`src/rtl/i2cb_pkg.sv`:
```
package i2cb_pkg;

    localparam int REG_W     = 32;
    localparam int ADDR_W    = 3;
    localparam int PRSC_W    = 3;
    localparam int CDIV_W    = 4;
    localparam int RATE_W    = PRSC_W + CDIV_W;

    localparam logic [ADDR_W-1:0] ADDR_CTRL = 3'd0;
    localparam logic [ADDR_W-1:0] ADDR_DATA = 3'd4;

    // bit positions of the control/status word
    localparam int B_EN      = 0;
    localparam int B_START   = 1;
    localparam int B_STOP    = 2;
    localparam int B_MACK    = 3;
    localparam int B_CSEN    = 4;
    localparam int B_PRSC_LO = 5;
    localparam int B_CDIV_LO = 8;
    localparam int B_CLAIM   = 29;
    localparam int B_ACK     = 30;
    localparam int B_BUSY    = 31;

    typedef enum logic [1:0] {
        OP_IDLE  = 2'd0,
        OP_START = 2'd1,
        OP_STOP  = 2'd2,
        OP_XFER  = 2'd3
    } op_e;

    typedef struct packed {
        logic              en;
        logic              mack;
        logic              csen;
        logic [PRSC_W-1:0] prsc;
        logic [CDIV_W-1:0] cdiv;
    } cfg_t;

    typedef struct packed {
        logic busy;
        logic ack;
        logic claimed;
    } stat_t;

    function automatic cfg_t decode_cfg(input logic [REG_W-1:0] w);
        cfg_t c;
        c.en   = w[B_EN];
        c.mack = w[B_MACK];
        c.csen = w[B_CSEN];
        c.prsc = w[B_PRSC_LO +: PRSC_W];
        c.cdiv = w[B_CDIV_LO +: CDIV_W];
        return c;
    endfunction

    function automatic logic [REG_W-1:0] pack_ctrl(input cfg_t c, input stat_t s);
        logic [REG_W-1:0] r;
        r = '0;
        r[B_EN]                 = c.en;
        r[B_MACK]               = c.mack;
        r[B_CSEN]               = c.csen;
        r[B_PRSC_LO +: PRSC_W]  = c.prsc;
        r[B_CDIV_LO +: CDIV_W]  = c.cdiv;
        r[B_CLAIM]              = s.claimed;
        r[B_ACK]                = s.ack;
        r[B_BUSY]               = s.busy;
        return r;
    endfunction

    // line levels {scl, sda} for each quarter of a START or STOP condition
    function automatic logic [1:0] cond_drive(input op_e op, input logic [1:0] q,
                                              input logic idle_scl, input logic idle_sda);
        logic [1:0] d;
        d = {idle_scl, idle_sda};
        if (op == OP_START) begin
            case (q)
                2'd0:    d = {idle_scl, 1'b1};
                2'd1:    d = 2'b11;
                2'd2:    d = 2'b10;
                default: d = 2'b00;
            endcase
        end else if (op == OP_STOP) begin
            case (q)
                2'd0:    d = {1'b0, idle_sda};
                2'd1:    d = 2'b00;
                2'd2:    d = 2'b10;
                default: d = 2'b11;
            endcase
        end
        return d;
    endfunction

endpackage

```
`src/rtl/i2cb_line_sync.sv`:
```
module i2cb_line_sync #(
    parameter int STAGES = 2,
    parameter int LINES  = 2
) (
    input  logic             clk,
    input  logic             rst,
    input  logic [LINES-1:0] raw,
    output logic [LINES-1:0] synced,
    output logic             claimed
);

    for (genvar i = 0; i < LINES; i++) begin : g_line
        logic [STAGES-1:0] chain;
        always_ff @(posedge clk) begin
            if (rst) chain <= '1;
            else     chain <= {chain[STAGES-2:0], raw[i]};
        end
        assign synced[i] = chain[STAGES-1];
    end

    assign claimed = ~|synced;

endmodule

```
`src/rtl/i2cb_regs.sv`:
```
module i2cb_regs
    import i2cb_pkg::*;
#(
    parameter int DATA_W = 8
) (
    input  logic              clk,
    input  logic              rst,
    input  logic              bus_wr,
    input  logic [ADDR_W-1:0] bus_addr,
    input  logic [REG_W-1:0]  bus_wdata,
    output logic [REG_W-1:0]  bus_rdata,
    input  stat_t             stat,
    input  logic [DATA_W-1:0] rx_byte,
    output cfg_t              cfg,
    output logic              cmd_start,
    output logic              cmd_stop,
    output logic              cmd_byte,
    output logic [DATA_W-1:0] tx_byte
);

    logic wr_ctrl, wr_data, may_cmd;

    assign wr_ctrl = bus_wr && (bus_addr == ADDR_CTRL);
    assign wr_data = bus_wr && (bus_addr == ADDR_DATA);
    assign may_cmd = cfg.en && !stat.busy;

    always_ff @(posedge clk) begin
        if (rst)          cfg <= '0;
        else if (wr_ctrl) cfg <= decode_cfg(bus_wdata);
    end

    assign cmd_start = wr_ctrl && may_cmd && bus_wdata[B_EN] && bus_wdata[B_START];
    assign cmd_stop  = wr_ctrl && may_cmd && bus_wdata[B_EN] && bus_wdata[B_STOP]
                       && !bus_wdata[B_START];
    assign cmd_byte  = wr_data && may_cmd;
    assign tx_byte   = bus_wdata[DATA_W-1:0];

    always_comb begin
        case (bus_addr)
            ADDR_CTRL: bus_rdata = pack_ctrl(cfg, stat);
            ADDR_DATA: bus_rdata = {{(REG_W-DATA_W){1'b0}}, rx_byte};
            default:   bus_rdata = '0;
        endcase
    end


    busy_block_chk: assert property (@(posedge clk) disable iff (rst)
        stat.busy |-> !(cmd_start || cmd_stop || cmd_byte));


    reserved_zero_chk: assert property (@(posedge clk) disable iff (rst)
        (bus_addr == ADDR_CTRL) |-> (bus_rdata[28:12] == '0 && bus_rdata[2:1] == 2'b00));

endmodule

```
`src/rtl/i2cb_engine.sv`:
```
module i2cb_engine
    import i2cb_pkg::*;
#(
    parameter int DATA_W = 8
) (
    input  logic              clk,
    input  logic              rst,
    input  logic              en,
    input  logic              mack,
    input  logic              csen,
    input  logic              tick,
    input  logic              cmd_start,
    input  logic              cmd_stop,
    input  logic              cmd_byte,
    input  logic [DATA_W-1:0] tx_byte,
    input  logic              scl_s,
    input  logic              sda_s,
    output logic              scl_o,
    output logic              sda_o,
    output logic              busy,
    output logic              ack,
    output logic [DATA_W-1:0] rx_byte,
    output logic              done_irq
);

    localparam int CNT_W = $clog2(DATA_W + 1);
    localparam logic [CNT_W-1:0] LAST = CNT_W'(DATA_W);

    op_e               op;
    logic [1:0]        q;
    logic [CNT_W-1:0]  bitn;
    logic [DATA_W-1:0] shift;
    logic              samp;
    logic              ack_r;
    logic              idle_scl, idle_sda;
    logic              irq_r;
    logic              stretch_wait;
    logic [1:0]        cond_lv;

    assign stretch_wait = csen && !scl_s;

    always_ff @(posedge clk) begin
        if (rst || !en) begin
            op       <= OP_IDLE;
            q        <= '0;
            bitn     <= '0;
            shift    <= '0;
            samp     <= 1'b1;
            ack_r    <= 1'b0;
            idle_scl <= 1'b1;
            idle_sda <= 1'b1;
            irq_r    <= 1'b0;
        end else begin
            irq_r <= 1'b0;
            case (op)
                OP_IDLE: begin
                    q <= '0;
                    if (cmd_start) begin
                        op <= OP_START;
                    end else if (cmd_stop) begin
                        op <= OP_STOP;
                    end else if (cmd_byte) begin
                        op    <= OP_XFER;
                        bitn  <= '0;
                        shift <= tx_byte;
                    end
                end
                OP_START, OP_STOP: begin
                    if (tick) begin
                        if (q == 2'd3) begin
                            op       <= OP_IDLE;
                            idle_scl <= (op == OP_STOP);
                            idle_sda <= (op == OP_STOP);
                        end else begin
                            q <= q + 2'd1;
                        end
                    end
                end
                OP_XFER: begin
                    if (tick) begin
                        if (q == 2'd2) begin
                            if (!stretch_wait) begin
                                q <= 2'd3;
                                if (bitn == LAST) ack_r <= !sda_s;
                                else              samp  <= sda_s;
                            end
                        end else if (q == 2'd3) begin
                            q <= 2'd0;
                            if (bitn == LAST) begin
                                op       <= OP_IDLE;
                                idle_scl <= 1'b0;
                                idle_sda <= 1'b1;
                                irq_r    <= 1'b1;
                            end else begin
                                shift <= {shift[DATA_W-2:0], samp};
                                bitn  <= bitn + 1'b1;
                            end
                        end else begin
                            q <= q + 2'd1;
                        end
                    end
                end
                default: op <= OP_IDLE;
            endcase
        end
    end

    assign cond_lv = cond_drive(op, q, idle_scl, idle_sda);

    always_comb begin
        case (op)
            OP_XFER: begin
                scl_o = q[1];
                sda_o = (bitn == LAST) ? !mack : shift[DATA_W-1];
            end
            OP_START, OP_STOP: begin
                scl_o = cond_lv[1];
                sda_o = cond_lv[0];
            end
            default: begin
                scl_o = idle_scl;
                sda_o = idle_sda;
            end
        endcase
    end

    assign busy     = (op != OP_IDLE);
    assign ack      = ack_r;
    assign rx_byte  = shift;
    assign done_irq = irq_r;


    sda_steady_high_chk: assert property (@(posedge clk) disable iff (rst)
        (op == OP_XFER && $past(op) == OP_XFER && scl_o && $past(scl_o))
        |-> (sda_o == $past(sda_o)));


    irq_byte_only_chk: assert property (@(posedge clk) disable iff (rst)
        done_irq |-> ($past(op) == OP_XFER && op == OP_IDLE));


    abort_release_chk: assert property (@(posedge clk) disable iff (rst)
        !en |=> (!busy && scl_o && sda_o));


    stretch_pause_chk: assert property (@(posedge clk) disable iff (rst)
        (op == OP_XFER && q == 2'd2 && tick && csen && !scl_s && en)
        |=> (scl_o && $stable(bitn) && busy));

endmodule

```
`src/rtl/i2cb_ctrl.sv`:
```
module i2cb_ctrl
    import i2cb_pkg::*;
#(
    parameter int DATA_W      = 8,
    parameter int SYNC_STAGES = 2
) (
    input  logic              clk,
    input  logic              rst,
    input  logic              tick,
    input  logic              bus_wr,
    input  logic [ADDR_W-1:0] bus_addr,
    input  logic [REG_W-1:0]  bus_wdata,
    output logic [REG_W-1:0]  bus_rdata,
    output logic [RATE_W-1:0] rate_sel,
    output logic              done_irq,
    input  logic              scl_i,
    input  logic              sda_i,
    output logic              scl_o,
    output logic              sda_o
);

    cfg_t              cfg;
    stat_t             stat;
    logic              cmd_start, cmd_stop, cmd_byte;
    logic [DATA_W-1:0] tx_byte, rx_byte;
    logic [1:0]        sense;
    logic              claimed, busy, ack;

    i2cb_line_sync #(
        .STAGES (SYNC_STAGES),
        .LINES  (2)
    ) i_sync (
        .clk     (clk),
        .rst     (rst),
        .raw     ({scl_i, sda_i}),
        .synced  (sense),
        .claimed (claimed)
    );

    i2cb_regs #(
        .DATA_W (DATA_W)
    ) i_regs (
        .clk       (clk),
        .rst       (rst),
        .bus_wr    (bus_wr),
        .bus_addr  (bus_addr),
        .bus_wdata (bus_wdata),
        .bus_rdata (bus_rdata),
        .stat      (stat),
        .rx_byte   (rx_byte),
        .cfg       (cfg),
        .cmd_start (cmd_start),
        .cmd_stop  (cmd_stop),
        .cmd_byte  (cmd_byte),
        .tx_byte   (tx_byte)
    );

    i2cb_engine #(
        .DATA_W (DATA_W)
    ) i_engine (
        .clk       (clk),
        .rst       (rst),
        .en        (cfg.en),
        .mack      (cfg.mack),
        .csen      (cfg.csen),
        .tick      (tick),
        .cmd_start (cmd_start),
        .cmd_stop  (cmd_stop),
        .cmd_byte  (cmd_byte),
        .tx_byte   (tx_byte),
        .scl_s     (sense[1]),
        .sda_s     (sense[0]),
        .scl_o     (scl_o),
        .sda_o     (sda_o),
        .busy      (busy),
        .ack       (ack),
        .rx_byte   (rx_byte),
        .done_irq  (done_irq)
    );

    assign stat.busy    = busy;
    assign stat.ack     = ack;
    assign stat.claimed = claimed;
    assign rate_sel     = {cfg.cdiv, cfg.prsc};

endmodule

```
`config.mk`:
```
export PLATFORM = sky130hd
export DESIGN_NAME = i2cb_ctrl
export DESIGN_NICKNAME = d
export VERILOG_FILES = /design/src/rtl/i2cb_pkg.sv /design/src/rtl/i2cb_line_sync.sv /design/src/rtl/i2cb_regs.sv /design/src/rtl/i2cb_engine.sv /design/src/rtl/i2cb_ctrl.sv
export SDC_FILE = /design/constraint.sdc
export NUM_CORES = 1
export LEC_CHECK = 0
export ABC_CLOCK_PERIOD_IN_PS = 2000
export BUFFER_PORTS_ARGS = -buffer_cell sky130_fd_sc_hd__buf_2
export CAP_MARGIN = 20
export CORE_UTILIZATION = 40
export CTS_BUF_LIST = sky130_fd_sc_hd__clkbuf_2 sky130_fd_sc_hd__clkbuf_4 sky130_fd_sc_hd__clkbuf_8
export DETAILED_ROUTE_END_ITERATION = 10
export PLACE_DENSITY = 0.78
export SYNTH_ARGS = -nofsm -noshare
export SYNTH_HDL_FRONTEND = slang
export SYNTH_SLANG_ARGS = --single-unit
```
`constraint.sdc`:
```
create_clock -name clk -period 2 [get_ports clk]
set_input_delay 0.1 -clock clk [delete_from_list [all_inputs] [get_ports clk]]
set_output_delay 0.1 -clock clk [all_outputs]
set_load 0.1 [all_outputs]
```
After elaboration in Yosys (flattened, before gate mapping). Cells that the tools add are included.

$add $sub $neg: 2. Multiply operators: 0. Divide/modulo/power cells: 0. Order comparisons: 0. Eq/ne operators: 21. Shift operators: 0. Muxes and demuxes: 54. Bitwise gates (word level): 5. Reduce and logical (&&, ||, !) cells: 33.

Operators by type and width (number): $pmux 32 s2 (1); $mux 8 (7); $mux 2 (17); $mux 4 (7); $pmux 2 s3 (4); $ne 2x2->1 const B (8); $pmux 8 s2 (1); $reduce_and 7->1 (2); $mux 1 (12); $logic_and 1x1->1 (10); $reduce_and 5->1 (2); $eq 2x2->1 const B (4); $pmux 1 s2 (4); $pmux 4 s2 (1); $reduce_and 8->1 (1); $logic_not 1->1 (7); $ne 2x1->1 const B (3); $reduce_bool 2->1 (3); $not 1->1 (5); $reduce_or 5->1 (1); $add 4x1->4 const B (1); $eq 2x1->1 const B (2); $eq 4x4->1 const B (1); $logic_not 2->1 (2); 8 further kinds (9).

Register bits after elaboration: 35. Bits in latches: 0. Bits in writable memories: 0. ROM bits: 0. Memories kept: 0.

Depth between registers and ports, before layout.
Depth in word-level cells: 10. Gate-level depth with buffers: 7.

Modules after synthesis. Synthesis repeated with hierarchy kept, for this count alone.

Cell total of the unflattened synthesis: 282. Area total of the unflattened synthesis: 2403.6 um2.

By module, submodules not included: i2cb_engine (instances 1, cells each 170, area an instance 1407.6 um2, sequential area each 420.4 um2); i2cb_regs (instances 1, cells each 101, area an instance 872.1 um2, sequential area each 200.2 um2); i2cb_line_sync (instances 1, cells each 11, area an instance 123.9 um2, sequential area each 80.1 um2).

Worst setup path before layout. No wires, ideal clock.

Path kind: input -> output. Start point: in bus_addr[1]. End point: out bus_rdata[29]. Arrival: 3.375 ns. Required time: 1.900 ns. Path slack: -1.475 ns. Stages: 3. Cell sequence: or2_2 > clkbuf_1 > nor4_1.

Word-level cells in the longest chain between the ends: 2. Elaborated cells on any way between the ends: 3. Classes of those cells: 1 x eq/ne; 1 x mux; 1 x reduce/logical.

Ends and longest elaborated chain: from (decl) (RTL line i2cb_ctrl.sv:11) `input logic [ADDR_W-1:0] bus_addr,`; $eq 3x3->1 / $logic_not 3->1 (equally long branches) (RTL line i2cb_regs.sv:39) `case (bus_addr)`; $pmux 32 s2 (*) (RTL line i2cb_regs.sv:39); to (decl) (RTL line i2cb_ctrl.sv:13) `output logic [REG_W-1:0] bus_rdata,`.

Mark *: on every way between the ends. The rest lies on a longest branch, timed or not.

Worst setup path in the final report.
Start point: reg i_engine.op[0]. End point: out scl_o.

Word-level cells in the longest chain between the ends: 4. Elaborated cells on any way between the ends: 7. Classes of those cells: 3 x eq/ne; 3 x mux; 1 x reduce/logical.

Ends and longest elaborated chain: from (decl) (RTL line i2cb_engine.sv:29) `op_e op;`; from (signal assigned) (RTL line i2cb_engine.sv:44) `op <= OP_IDLE;`; from (signal assigned) (RTL line i2cb_engine.sv:59) `op <= OP_START;`; from (signal assigned) (RTL line i2cb_engine.sv:61) `op <= OP_STOP;`; $eq 2x2->1 (RTL line i2cb_pkg.sv:81, i2cb_engine.sv:111); $mux 2 (RTL line i2cb_pkg.sv:81) `end else if (op == OP_STOP) begin`; $mux 2 (RTL line i2cb_pkg.sv:74) `if (op == OP_START) begin`; $pmux 1 s2 (*) (RTL line i2cb_engine.sv:111) `case (op)`; to (decl) (RTL line i2cb_ctrl.sv:18) `output logic scl_o,`.

Marks and branches as above.

==> flow_summary.toml <==
[synthesis]
syn_area_um2 = 2182
syn_inst = 258
yosysSeqAreaShare_pct = 32.11
synth_edf_count = 0
synth-seq-cells = 35
synth_ff_type = "dfxtp_1"
synth_area_per_cell_um2 = 8.458
ys_warn_count = 0
ys_async_sr_fraction_pct = 0
ys_types = 53

[global_routing]
antenna_found_initial = 0
grt.overflow.total = 0
grt_max_degree = 17
grt_usage_pct = 19.95
grt_first_pass_wirelength_mm = 8.618
first_global_vias = 1839

[pwr]
vdd_drop_max_mv = 0.4311
p_leak_nw = 1.110
power.density_nw_per_um2 = 577.1

[floorplan]
design.die.area_um2 = 5755
core.rowCount = 26
die_w_um = 75.86
core_um2 = 5172
initial_core_util_pct = 42.19
die_h_um = 75.86
io_pins = 83

[layout]
mostFrequentLayoutCell = "buf_2"
drive_gt1_share_pct = 29.97
final_nets = 358
nFillCells = 491
synthToLayoutAreaGrowth_pct = 22.31
fin_cells = 377
antenna-diode-count = 0
layout_common_cells = "43 x buf_2, 31 x dfxtp_1, 29 x nand2_1"

[setup_path]
max_stage_delay_ns = 0.37
cp_top_family = "compound AO/OA/AOI/OAI gates"
path_cells = "inv_2, ha_4, nor3b_1, o32ai_1, a22oi_1, o21ai_2, buf_12"
crit_path_max_fanout = 6
path_buf_inv = 2
crit_required_ns = 1.90
ff2ff_path_depth = 5
critPathCaptureType = "primary output"
arrival_ns = 1.81
critPathLaunchType = "register"
slowest_stage = "dfxtp_2"
criticalPathCategory = "register to primary output"
path_depth = 7

[placement]
place_ws_ns = 0.07218
placed_cells_incl_taps = 365
place_congestion = 0.8526
hpwl_mm = 3.954
io_buffers = 45

[timing]
period_needed_ns = 1.907
fmax_mhz = 524.3
hold_violations = 0
finalWorstSetupSlack_ns = 0.09275
setup_tns_ns = 0
maxSlewHeadroom_pct = 53.54
post-route-period-util_pct = 95.36
slew_viol_final = 0
setup_violations = 0
finalClockSkew_ns = 0.002919
worst_pin_slew_ns = 0.6969
rsz0062_at_grt = "yes"

[clocking]
clock_latency_ns = 0.29
cts_sinks = 35
cts_tree = "done"
clk_path_buf_depth = 2
clk_pin_slew_ns = 0.07
h-tree-depth = 2
cts_inserted_buffers = 5
cts-root-buf = "clkbuf_8"

[routing]
via_per_inst = 5.340
num_vias = 2013
route.detailed.drc = 0
ant_nets = 0
drt_pass1_iterations = 4
wl_mm = 5.466
wl_per_cell_um = 14.50
drtIter0Drc = 155

[outcome]
outcome = "finished clean"

[hold_path]
min_path_type = "primary input to register"
worstHoldPathCells = 3

[flow_run]
drv_cap = 0
==> path summary, 6_finish.rpt <==
kind	startpoint	endpoint	slack, ns
hold / removal	bus_wdata[10]	i_regs.cfg[2]	0.05
hold reg to reg	i_sync.g_line[0].chain[0]	i_sync.g_line[0].chain[1]	0.41
setup reg to reg	i_regs.cfg[9]	i_engine.bitn[2]	0.18
setup / recovery	i_engine.op[0]	scl_o	0.09
==> routing by layer <==
| layer | track usage [%] | vias to the layer above | part of all wire, % |
|---|---|---|---|
| met5 | 0 | - | 0 |
| met4 | 9.259 | 0 | 1.4 |
| met3 | 4.365 | 9 | 6.3 |
| met2 | 30.09 | 80 | 49 |
| met1 | 27.08 | 945 | 43 |
| li1 | - | 979 | - |
==> timing repair <==
| item | CTS | global route |
|---|---|---|
| endpoints found under the hold margin | 2 | 0 |
| setup endpoints to repair | 0 | 9 |
| resized for setup | 0 | 5 |
| hold buffers | 2 | 0 |
| setup buffers | 0 | 2 |
==> registers in the layout, summed over array words and instances, names as in the netlist <==
register	cells
i_engine.samp	1
i_regs.cfg	10
i_engine.op	2
i_engine.idle_sda	1
i_engine.idle_scl	1
i_engine.done_irq	1
i_sync.g_line.chain	4
i_engine.bitn	4
i_engine.ack	1
i_engine.q	2
i_engine.rx_byte	8
==> Yosys cell counts (2+ instances only) <==
library cell | instances | area (um^2)
a211oi_1 | 2 | 15.01
a21oi_1 | 26 | 130.1
a22oi_1 | 2 | 15.01
a311oi_1 | 7 | 61.31
a311oi_2 | 2 | 30.03
a31oi_1 | 2 | 12.51
and2_1 | 7 | 43.79
and3_1 | 2 | 12.51
and3b_1 | 2 | 17.52
buf_2 | 4 | 20.02
buf_4 | 18 | 135.1
clkbuf_1 | 4 | 15.01
dfxtp_1 | 35 | 700.7
ha_1 | 11 | 137.6
inv_1 | 11 | 41.29
mux2i_1 | 18 | 180.2
nand2_1 | 29 | 108.9
nand2b_1 | 5 | 31.28
nand3_1 | 3 | 15.01
nand4_1 | 3 | 18.77
nand4bb_1 | 2 | 22.52
nor2_1 | 13 | 48.80
nor3_1 | 3 | 15.01
nor3b_1 | 2 | 15.01
nor4_1 | 2 | 12.51
o21a_1 | 3 | 22.52
o21ai_0 | 5 | 25.02
o21ai_1 | 3 | 15.01
o31ai_1 | 2 | 15.01
or2_2 | 5 | 31.28
or4_1 | 3 | 22.52
==> cell type report <==
type | instances | area (um^2) | share of cell area [%]
multi-input cells | 199 | 1394 | 52.23
well taps | 70 | 87.58 | 3.282
clock buffers | 8 | 103.9 | 3.891
inverters | 12 | 45.04 | 1.688
flip-flops and latches | 35 | 705.7 | 26.44
repair buffers | 53 | 332.8 | 12.47
==> per-stage QoR <==
step                area (um^2)  hold WS, ns  total power [W]  utilization, %
detailed placement         2501       0.2922        0.0009744           48.36
CTS                        2625      0.05041         0.001553           50.75
global placement           2501       0.2829        0.0009722           48.36
finish                     2669      0.05264         0.001540           51.60
floorplan                  2316       0.2038        0.0009564               -
global route               2669      0.04914         0.001598           51.60
==> where the power goes <==
part           switching, W  total [W]  internal [W]
logic              0.000216   0.000253     0.0000370
clock network      0.000249   0.000576      0.000328
registers        0.00000634   0.000711      0.000705
total              0.000471    0.00154       0.00107
==> kinds of logic after synthesis <==
kind of cell | after synthesis | share of synthesized area [%]
compound gates | 63 | 19.55
fa+ha+maj | 11 | 6.307
buf+inv | 40 | 10.55
flops | 35 | 32.11
mux | 18 | 8.257
other cells | 1 | 0.1719
simple gates | 90 | 23.05
==> worst min-delay path, cell delays in order <==
cell and delay [ns]:
buf_2 0.10, nand2_1 0.05, a21oi_1 0.05
(Power assumes the default switching activity.)
